==> config.mk <==
export PLATFORM = sky130hd
export DESIGN_NAME = tf_regbank
export DESIGN_NICKNAME = d
export VERILOG_FILES = /design/src/rtl/tf_regbank_pkg.sv /design/src/rtl/tf_addr_decode.sv /design/src/rtl/tf_byte_stack.sv /design/src/rtl/tf_param_assemble.sv /design/src/rtl/tf_regbank.sv
export SDC_FILE = /design/constraint.sdc
export NUM_CORES = 1
export LEC_CHECK = 0
export ABC_AREA = 1
export BUFFER_PORTS_ARGS = -buffer_cell sky130_fd_sc_hd__clkbuf_2
export CAP_MARGIN = 10
export CORE_UTILIZATION = 45
export DETAILED_ROUTE_END_ITERATION = 7
export GPL_ROUTABILITY_DRIVEN = 0
export PLACE_DENSITY = 0.67
export SYNTH_ARGS = -nofsm -noshare
export SYNTH_HDL_FRONTEND = slang
export SYNTH_HIERARCHICAL = 1
export SYNTH_SLANG_ARGS = --single-unit
==> constraint.sdc <==
create_clock -name clk -period 2.62 [get_ports clk]
set_clock_uncertainty 0.05 [all_clocks]
set_input_delay 0.262 -clock clk [delete_from_list [all_inputs] [get_ports clk]]
set_output_delay 0.262 -clock clk [all_outputs]
set_load 0.01 [all_outputs]
==> src/rtl/tf_regbank_pkg.sv <==
package tf_regbank_pkg;
    localparam int TF_BYTE_W   = 8;
    localparam int TF_N_STACK  = 5;
    localparam int TF_DEVNIB_W = 4;
    localparam int TF_LBA48_W  = 6 * TF_BYTE_W;
    localparam int TF_LBA28_W  = 3 * TF_BYTE_W + TF_DEVNIB_W;
    localparam int TF_CNT28_W  = TF_BYTE_W + 1;
    localparam int TF_CNT48_W  = 2 * TF_BYTE_W + 1;

    // stack index order; the bus address of stack i is i+1
    localparam int STK_FEAT = 0;
    localparam int STK_SCNT = 1;
    localparam int STK_LBAL = 2;
    localparam int STK_LBAM = 3;
    localparam int STK_LBAH = 4;

    localparam int ADR_DEV  = 6;
    localparam int ADR_CMD  = 7;
    localparam int ADR_DCTL = 8;

    typedef logic [TF_BYTE_W-1:0] tf_byte_t;

    typedef struct packed {
        tf_byte_t dev;
        tf_byte_t dctl;
        logic     cmd_stb;
        tf_byte_t cmd_code;
    } tf_ctrl_t;
endpackage

==> src/rtl/tf_addr_decode.sv <==
module tf_addr_decode
    import tf_regbank_pkg::*;
#(
    parameter int ADDR_W = 4
) (
    input  logic                  bus_cs,
    input  logic                  bus_wr,
    input  logic [ADDR_W-1:0]     bus_addr,
    output logic [TF_N_STACK-1:0] push,
    output logic                  dev_we,
    output logic                  cmd_we,
    output logic                  dctl_we,
    output logic                  blk_we
);
    logic wr_en;
    assign wr_en = bus_cs && bus_wr;

    for (genvar i = 0; i < TF_N_STACK; i++) begin : g_push
        assign push[i] = wr_en && (bus_addr == ADDR_W'(i + 1));
    end

    assign dev_we  = wr_en && (bus_addr == ADDR_W'(ADR_DEV));
    assign cmd_we  = wr_en && (bus_addr == ADDR_W'(ADR_CMD));
    assign dctl_we = wr_en && (bus_addr == ADDR_W'(ADR_DCTL));
    assign blk_we  = (|push) || dev_we || cmd_we;
endmodule

==> src/rtl/tf_byte_stack.sv <==
module tf_byte_stack #(
    parameter int W = 8
) (
    input  logic         clk,
    input  logic         rst_n,
    input  logic         push,
    input  logic [W-1:0] din,
    output logic [W-1:0] newest,
    output logic [W-1:0] older
);
    typedef struct packed {
        logic [W-1:0] newest;
        logic [W-1:0] older;
    } stk_t;

    stk_t stk_d, stk_q;

    always_comb begin
        stk_d = stk_q;
        if (push) begin
            stk_d.older  = stk_q.newest;
            stk_d.newest = din;
        end
    end

    always_ff @(posedge clk or negedge rst_n) begin
        if (!rst_n) stk_q <= '0;
        else        stk_q <= stk_d;
    end

    assign newest = stk_q.newest;
    assign older  = stk_q.older;
endmodule

==> src/rtl/tf_param_assemble.sv <==
module tf_param_assemble
    import tf_regbank_pkg::*;
(
    input  tf_byte_t [TF_N_STACK-1:0] newest,
    input  tf_byte_t [TF_N_STACK-1:0] older,
    input  tf_byte_t                  dev,
    output logic [TF_LBA48_W-1:0]     lba48,
    output logic [TF_LBA28_W-1:0]     lba28,
    output logic [TF_CNT28_W-1:0]     scnt28,
    output logic [TF_CNT48_W-1:0]     scnt48,
    output logic [2*TF_BYTE_W-1:0]    feat16
);
    logic [2*TF_BYTE_W-1:0] cnt_pair;

    assign lba48 = {older[STK_LBAH], older[STK_LBAM], older[STK_LBAL],
                    newest[STK_LBAH], newest[STK_LBAM], newest[STK_LBAL]};
    assign lba28 = {dev[TF_DEVNIB_W-1:0],
                    newest[STK_LBAH], newest[STK_LBAM], newest[STK_LBAL]};
    assign feat16   = {older[STK_FEAT], newest[STK_FEAT]};
    assign cnt_pair = {older[STK_SCNT], newest[STK_SCNT]};

    always_comb begin
        if (newest[STK_SCNT] == '0) scnt28 = {1'b1, {TF_BYTE_W{1'b0}}};
        else                        scnt28 = {1'b0, newest[STK_SCNT]};
        if (cnt_pair == '0)         scnt48 = {1'b1, {(2*TF_BYTE_W){1'b0}}};
        else                        scnt48 = {1'b0, cnt_pair};
    end
endmodule

==> src/rtl/tf_regbank.sv <==
module tf_regbank
    import tf_regbank_pkg::*;
#(
    parameter int ADDR_W = 4
) (
    input  logic                   clk,
    input  logic                   rst_n,
    input  logic                   bus_cs,
    input  logic [ADDR_W-1:0]      bus_addr,
    input  logic                   bus_wr,
    input  logic                   bus_rd,
    input  logic [TF_BYTE_W-1:0]   bus_wdata,
    output logic [TF_BYTE_W-1:0]   bus_rdata,
    output logic                   hob,
    output logic                   cmd_stb,
    output logic [TF_BYTE_W-1:0]   cmd_code,
    output logic [TF_LBA48_W-1:0]  lba48,
    output logic [TF_LBA28_W-1:0]  lba28,
    output logic [TF_CNT28_W-1:0]  scnt28,
    output logic [TF_CNT48_W-1:0]  scnt48,
    output logic [2*TF_BYTE_W-1:0] feat16
);
    logic [TF_N_STACK-1:0]     push;
    logic                      dev_we, cmd_we, dctl_we, blk_we;
    tf_byte_t [TF_N_STACK-1:0] newest, older;
    tf_ctrl_t                  ctl_d, ctl_q;

    tf_addr_decode #(.ADDR_W(ADDR_W)) i_dec (
        .bus_cs  (bus_cs),
        .bus_wr  (bus_wr),
        .bus_addr(bus_addr),
        .push    (push),
        .dev_we  (dev_we),
        .cmd_we  (cmd_we),
        .dctl_we (dctl_we),
        .blk_we  (blk_we)
    );

    for (genvar i = 0; i < TF_N_STACK; i++) begin : g_stk
        tf_byte_stack #(.W(TF_BYTE_W)) i_stk (
            .clk   (clk),
            .rst_n (rst_n),
            .push  (push[i]),
            .din   (bus_wdata),
            .newest(newest[i]),
            .older (older[i])
        );
    end

    always_comb begin
        ctl_d         = ctl_q;
        ctl_d.cmd_stb = cmd_we;
        if (cmd_we)  ctl_d.cmd_code = bus_wdata;
        if (dev_we)  ctl_d.dev      = bus_wdata;
        if (dctl_we)     ctl_d.dctl = bus_wdata;
        else if (blk_we) ctl_d.dctl[TF_BYTE_W-1] = 1'b0;
    end

    always_ff @(posedge clk or negedge rst_n) begin
        if (!rst_n) ctl_q <= '0;
        else        ctl_q <= ctl_d;
    end

    assign hob      = ctl_q.dctl[TF_BYTE_W-1];
    assign cmd_stb  = ctl_q.cmd_stb;
    assign cmd_code = ctl_q.cmd_code;

    always_comb begin
        bus_rdata = '0;
        if (bus_cs && bus_rd) begin
            for (int i = 0; i < TF_N_STACK; i++) begin
                if (bus_addr == ADDR_W'(i + 1))
                    bus_rdata = hob ? older[i] : newest[i];
            end
            if (bus_addr == ADDR_W'(ADR_DEV))  bus_rdata = ctl_q.dev;
            if (bus_addr == ADDR_W'(ADR_DCTL)) bus_rdata = ctl_q.dctl;
        end
    end

    tf_param_assemble i_asm (
        .newest(newest),
        .older (older),
        .dev   (ctl_q.dev),
        .lba48 (lba48),
        .lba28 (lba28),
        .scnt28(scnt28),
        .scnt48(scnt48),
        .feat16(feat16)
    );
endmodule

; After elaboration in Yosys (flattened, before gate mapping)
; Index checks and enable logic that the tools add are counted.
[op_classes]
mux = 17
n_eq_ne = 8
reduce_logical = 16
[op_table]
columns = cell, n
row1 = 8-bit 2-to-1 mux, 13
row2 = 17-bit 2-to-1 mux, 1
row3 = 4-bit by 3-bit == test with 1-bit output (second input constant), 4
row4 = 16-bit zero test, 1
row5 = 1-bit logical AND, 10
row6 = 9-bit 2-to-1 mux, 1
row7 = 4-bit by 2-bit == test with 1-bit output (second input constant), 2
row8 = 8-bit zero test, 1
row9 = 5-bit OR reduction, 1
row10 = 4-bit by 1-bit == test with 1-bit output (second input constant), 1
row11 = 4-bit == test (second input constant), 1
row12 = 1-bit logical OR, 2
row13 = 1-bit 2-to-1 mux, 2
row14 = 2-bit nonzero test, 1
[totals]
inputBits = 17
regBits = 105
out_inout_bits = 136
elab_cells = 56

; Depth between registers and ports, before layout
[depth]
word_depth = 9
depth_mapped = 10
mapped_depth_nobuf = 9

; By module
; Netlist, hierarchy kept.
[by_module_without_submodules]
columns = module, seq_area_each_um2, cells_each, instances, area_each_um2
row1 = tf_byte_stack, 400.4, 68, 5, 676.9
row2 = tf_regbank, 625.6, 310, 1, 2008.2
row3 = tf_param_assemble, 0.0, 144, 1, 888.4
row4 = tf_addr_decode, 0.0, 27, 1, 112.6

; Worst setup path after synthesis
; Ideal clock, no wire load.
[synth_path]
path_type = reg-to-output
start = reg ctl_q, in the netlist hob
end = out bus_rdata[1]
stages_incl_launch_ff = 9
slack_ns = 1.095
arrival_ns = 1.213
required_time_ns = 2.308
n_path_buf = 1
cell_sequence = dfrtp_1 > inv_2 > buf_2 > nor2_1 > nor2_1 > nand2_1 > nand3_1 > nand2_1 > a21oi_1
[synth_between]
elab_chain_cells = 9
elab_cells_between_ends = 13
cone_classes = mux (13)
[synth_lines]
columns = element, line_no
row1 = start: declaration, tf_regbank.sv:26  ; tf_ctrl_t ctl_d, ctl_q;
row2 = start signal: assignment, tf_regbank.sv:61  ; else ctl_q <= ctl_d;
row3 = 8-bit 2-to-1 mux, tf_regbank.sv:73  ; bus_rdata = hob ? older[i] : newest[i];
row4 = 8-bit 2-to-1 mux (4 in series), tf_regbank.sv:72  ; if (bus_addr == ADDR_W'(i + 1))
row5 = 8-bit 2-to-1 mux *, tf_regbank.sv:72
row6 = 8-bit 2-to-1 mux *, tf_regbank.sv:75  ; if (bus_addr == ADDR_W'(ADR_DEV)) bus_rdata = ctl_q.dev;
row7 = 8-bit 2-to-1 mux *, tf_regbank.sv:76  ; if (bus_addr == ADDR_W'(ADR_DCTL)) bus_rdata = ctl_q.dctl;
row8 = 8-bit 2-to-1 mux *, tf_regbank.sv:70  ; if (bus_cs && bus_rd) begin
row9 = end: declaration, tf_regbank.sv:13  ; output logic [TF_BYTE_W-1:0] bus_rdata,
; Mark *: on every way between the ends. The rest lies on a longest branch, timed or not.

; Final worst setup path
[layout_path]
start = reg ctl_q, in the netlist hob
end = out bus_rdata[7]
[layout_between]
elab_chain_cells = 9
elab_cells_between_ends = 13
cone_classes = mux (13)
[layout_lines]
columns = element, line_no
row1 = 8-bit 2-to-1 mux, tf_regbank.sv:73
row2 = 8-bit 2-to-1 mux (5 in series), tf_regbank.sv:72
row3 = 8-bit 2-to-1 mux, tf_regbank.sv:75
row4 = 8-bit 2-to-1 mux *, tf_regbank.sv:76
row5 = 8-bit 2-to-1 mux *, tf_regbank.sv:70
; Marked as above.

==> run_summary.xml <==
<?xml version="1.0" encoding="UTF-8"?>
<metrics>
  <group name="pwr">
    <metric name="irDropWorstVdd" unit="uV">265.6</metric>
    <metric name="power_density" unit="nW/um^2">704.0</metric>
    <metric name="cellLeakagePower" unit="uW">0.003716</metric>
  </group>
  <group name="global_routing">
    <metric name="via_count_of_the_first_global_routing_pass" unit="">4457</metric>
    <metric name="initial_antenna_violation_count" unit="">0</metric>
    <metric name="grt_max_degree" unit="">62</metric>
    <metric name="grtUsageTotal" unit="">0.2265</metric>
    <metric name="global_route.overflow_total" unit="">0</metric>
    <metric name="grt_first_pass_wirelength" unit="um">25050</metric>
  </group>
  <group name="die">
    <metric name="core_area" unit="sq um">13880</metric>
    <metric name="die_width" unit="um">121.2</metric>
    <metric name="start_util" unit="">0.4606</metric>
    <metric name="pin_count" unit="">153</metric>
    <metric name="row_count" unit="">43</metric>
    <metric name="floorplan.die_area" unit="sq um">14690</metric>
    <metric name="die_h" unit="um">121.2</metric>
  </group>
  <group name="detailed_routing">
    <metric name="drt_drc_violations_left" unit="">0</metric>
    <metric name="tritonroute_pass_1_iters" unit="">5</metric>
    <metric name="viasPerCell" unit="">4.803</metric>
    <metric name="post_drt_wl_per_cell" unit="um">15.30</metric>
    <metric name="vias" unit="">4942</metric>
    <metric name="final_antenna_net_count" unit="">0</metric>
    <metric name="starting_drt_drc_count" unit="">412</metric>
    <metric name="post_detailed_routing_wire_length" unit="um">15750</metric>
  </group>
  <group name="yosys">
    <metric name="count_of_flip_flops_with_a_built_in_enable_after_synthesis" unit="">0</metric>
    <metric name="most_frequently_used_flop_master_after_synthesis" unit="">sky130_fd_sc_hd__dfrtp_1</metric>
    <metric name="post_synth_inst_count" unit="">821</metric>
    <metric name="synth_area_per_cell" unit="sq um">7.788</metric>
    <metric name="ys_types" unit="">30</metric>
    <metric name="mappedNetlistNets" unit="">838</metric>
    <metric name="yosys_warnings" unit="">6</metric>
    <metric name="synthesis.area" unit="sq um">6394</metric>
    <metric name="synth_seq_area_share" unit="">0.4110</metric>
    <metric name="postSynth.asyncResetShare" unit="">1.000</metric>
    <metric name="synth-seq-cells" unit="">105</metric>
  </group>
  <group name="sta">
    <metric name="rsz0062_at_grt" unit="">no</metric>
    <metric name="max_slew_margin" unit="">0.5538</metric>
    <metric name="final_hold_vios" unit="">0</metric>
    <metric name="setup_total_negative_slack" unit="ns">0</metric>
    <metric name="fmaxAchievable" unit="GHz">0.4240</metric>
    <metric name="setup_viol" unit="">0</metric>
    <metric name="tightestPinTransition" unit="ns">0.6669</metric>
    <metric name="clock_period_minus_worst_slack" unit="ns">2.359</metric>
    <metric name="min_period_over_period" unit="">0.9003</metric>
    <metric name="timing_max_transition_violations_final" unit="">0</metric>
  </group>
  <group name="final_layout">
    <metric name="fin_area" unit="sq um">6673</metric>
    <metric name="layout.nets" unit="">861</metric>
    <metric name="area.growth.synth_to_final" unit="%">4.364</metric>
    <metric name="layout_common_cells" unit="">sky130_fd_sc_hd__nand2_1, sky130_fd_sc_hd__clkbuf_2, sky130_fd_sc_hd__dfrtp_1, sky130_fd_sc_hd__nand2_2, sky130_fd_sc_hd__inv_1</metric>
    <metric name="num_antenna_cells" unit="">0</metric>
    <metric name="proportion_of_layout_cells_with_a_drive_suffix_above_1" unit="">0.3416</metric>
    <metric name="final_cells" unit="">1029</metric>
    <metric name="mostFrequentLayoutCell" unit="">sky130_fd_sc_hd__nand2_1</metric>
  </group>
  <group name="setup_path">
    <metric name="crit_path_end_kind" unit="">output port</metric>
    <metric name="timing.critical_path.arrival" unit="ns">2.05</metric>
    <metric name="timing.setup.critical_path_class" unit="">reg2out</metric>
    <metric name="required" unit="ns">2.31</metric>
    <metric name="crit_path_max_fanout" unit="">49</metric>
    <metric name="kind_of_start_point_of_the_critical_path" unit="">flop</metric>
  </group>
  <group name="clock_network">
    <metric name="clock_sink_count" unit="">105</metric>
    <metric name="post_cts_buffers" unit="">0</metric>
    <metric name="clock_insertion_delay_worst_skew" unit="ns">0.36</metric>
    <metric name="clock_tree.root_cell" unit="">sky130_fd_sc_hd__clkbuf_16</metric>
    <metric name="clk_pin_slew_worst_paths" unit="ns">0.07</metric>
    <metric name="cts_tree" unit="">done</metric>
    <metric name="cts_inserted_buffers" unit="">9</metric>
    <metric name="post_cts.resized_instances" unit="">0</metric>
    <metric name="cts_htree_levels" unit="">3</metric>
    <metric name="cts-root-to-sink-buffers" unit="">2</metric>
  </group>
  <group name="placement">
    <metric name="detailed_place.area" unit="sq um">6357</metric>
    <metric name="io_buffers" unit="">152</metric>
    <metric name="place_hpwl" unit="um">11100</metric>
    <metric name="number_of_placed_instances_taps_included" unit="">1012</metric>
  </group>
  <group name="hold_path">
    <metric name="worst_hold_path_type" unit="">in2async</metric>
  </group>
  <group name="status">
    <metric name="result_of_the_run" unit="">complete, no violations</metric>
  </group>
  <group name="flow_run">
    <metric name="maxCapViolations" unit="">0</metric>
  </group>
</metrics>
## cells in the mapped netlist, types with 4 or more instances
library cell	n	area, sq um
sky130_fd_sc_hd__clkbuf_1	27	101.4
sky130_fd_sc_hd__nand2_1	275	1032
sky130_fd_sc_hd__nand2_2	89	556.8
sky130_fd_sc_hd__nand4_1	6	37.54
sky130_fd_sc_hd__nor2_1	33	123.9
sky130_fd_sc_hd__dfrtp_1	105	2628
sky130_fd_sc_hd__nand3_1	4	20.02
sky130_fd_sc_hd__a21oi_1	9	45.04
sky130_fd_sc_hd__or2_1	12	75.07
sky130_fd_sc_hd__buf_6	10	112.6
sky130_fd_sc_hd__nor2_2	4	25.02
sky130_fd_sc_hd__o211ai_1	14	105.1
sky130_fd_sc_hd__inv_8	5	56.30
sky130_fd_sc_hd__inv_2	6	22.52
sky130_fd_sc_hd__buf_12	5	100.1
sky130_fd_sc_hd__buf_4	101	758.2
sky130_fd_sc_hd__buf_2	7	35.03
sky130_fd_sc_hd__o21ai_0	33	165.2
sky130_fd_sc_hd__mux2_2	8	90.09
sky130_fd_sc_hd__inv_1	56	210.2
## timing repair
action	4_1_cts	5_1_grt
hold endpoints to repair	10	0
endpoints found under the setup margin	0	0
hold buffers	1	0
## power breakdown
group / total (uW) / internal [uW] / leakage, uW / switching (uW)
registers: 2200 / 1880 / 0.00138 / 320
logic: 1070 / 438 / 0.00219 / 631
clock network: 1430 / 838 / 0.000148 / 589
## sequential cells by signal (all words and copies together) (netlist names)
| name | flops |
|---|---|
| cmd_stb | 1 |
| g_stk.i_stk/older | 40 |
| hob | 1 |
| ctl_q | 15 |
| cmd_code | 8 |
| g_stk.i_stk/newest | 40 |
## worst paths after layout
check,slack (ns),cells after the start,from,to
worst min register to register,0.42,2,ctl_q[9]$_DFFE_PN0P_,ctl_q[9]$_DFFE_PN0P_
max in group asynchronous,1.60,3,rst_n,g_stk[2].i_stk/older[1]$_DFFE_PN0P_
worst max register to register,1.53,2,hob$_DFFE_PN0P_,hob$_DFFE_PN0P_
min in group clk,0.26,3,bus_wdata[1],g_stk[0].i_stk/newest[1]$_DFFE_PN0P_
worst min-delay path,0.24,2,rst_n,g_stk[1].i_stk/older[2]$_DFFE_PN0P_
worst max-delay path,0.26,9,hob$_DFFE_PN0P_,bus_rdata[7]
## logic make-up (layout without fill, tap and decap cells)
| group | Yosys count | count (layout) | synth area share |
|---|---|---|---|
| AO/OA/AOI/OAI | 61 | 61 | 0.05401 |
| buffers and inverters | 218 | 246 | 0.2192 |
| flip-flops | 105 | 105 | 0.4110 |
| multiplexers | 8 | 8 | 0.01409 |
| AND/OR/NAND/NOR | 429 | 429 | 0.3018 |
## worst max-delay path, stage by stage (launching register included)
cell	delay (ns)
sky130_fd_sc_hd__dfrtp_1	0.36
sky130_fd_sc_hd__buf_4	0.41
sky130_fd_sc_hd__nand2_1	0.10
sky130_fd_sc_hd__o21ai_0	0.14
sky130_fd_sc_hd__o21ai_0	0.15
sky130_fd_sc_hd__nor2_1	0.17
sky130_fd_sc_hd__nand4_1	0.10
sky130_fd_sc_hd__nand2_1	0.10
sky130_fd_sc_hd__inv_1	0.04
sky130_fd_sc_hd__clkbuf_2	0.12
## layer usage
metal  vias up  part of all wire  routed length, um  track usage
met1      2333              0.48               7517       0.3305
met2       159              0.45               7117       0.3386
li1       2434                 -                  -            -
met4         0             0.017                270      0.08025
met5         -                 0                  0            0
met3        16             0.053                841      0.03571
## cell type report
type,instances,area (sq um)
flip-flops and latches,105,2628
clock buffers,13,240.2
repair buffers,163,860.8
fillers,1409,7208
inverters,67,289.0
clock inverters,3,65.06
well taps,180,225.2
multi-input cells,498,2365
## per-stage QoR
step | utilization | worst slack, ns | total power, uW | hold slack (ns)
final | 0.4807 | 0.2613 | 4697 | 0.2390
after global routing | 0.4807 | 0.09635 | 4960 | 0.2477
after CTS | 0.4807 | 0.2861 | 4732 | 0.2358
after detailed placement | 0.4580 | 0.6788 | 3304 | 0.06933
after global placement | 0.4580 | 0.6965 | 3279 | 0.06998
after floorplan | - | 1.095 | 3117 | -0.08359
(Power assumes the default switching activity.)
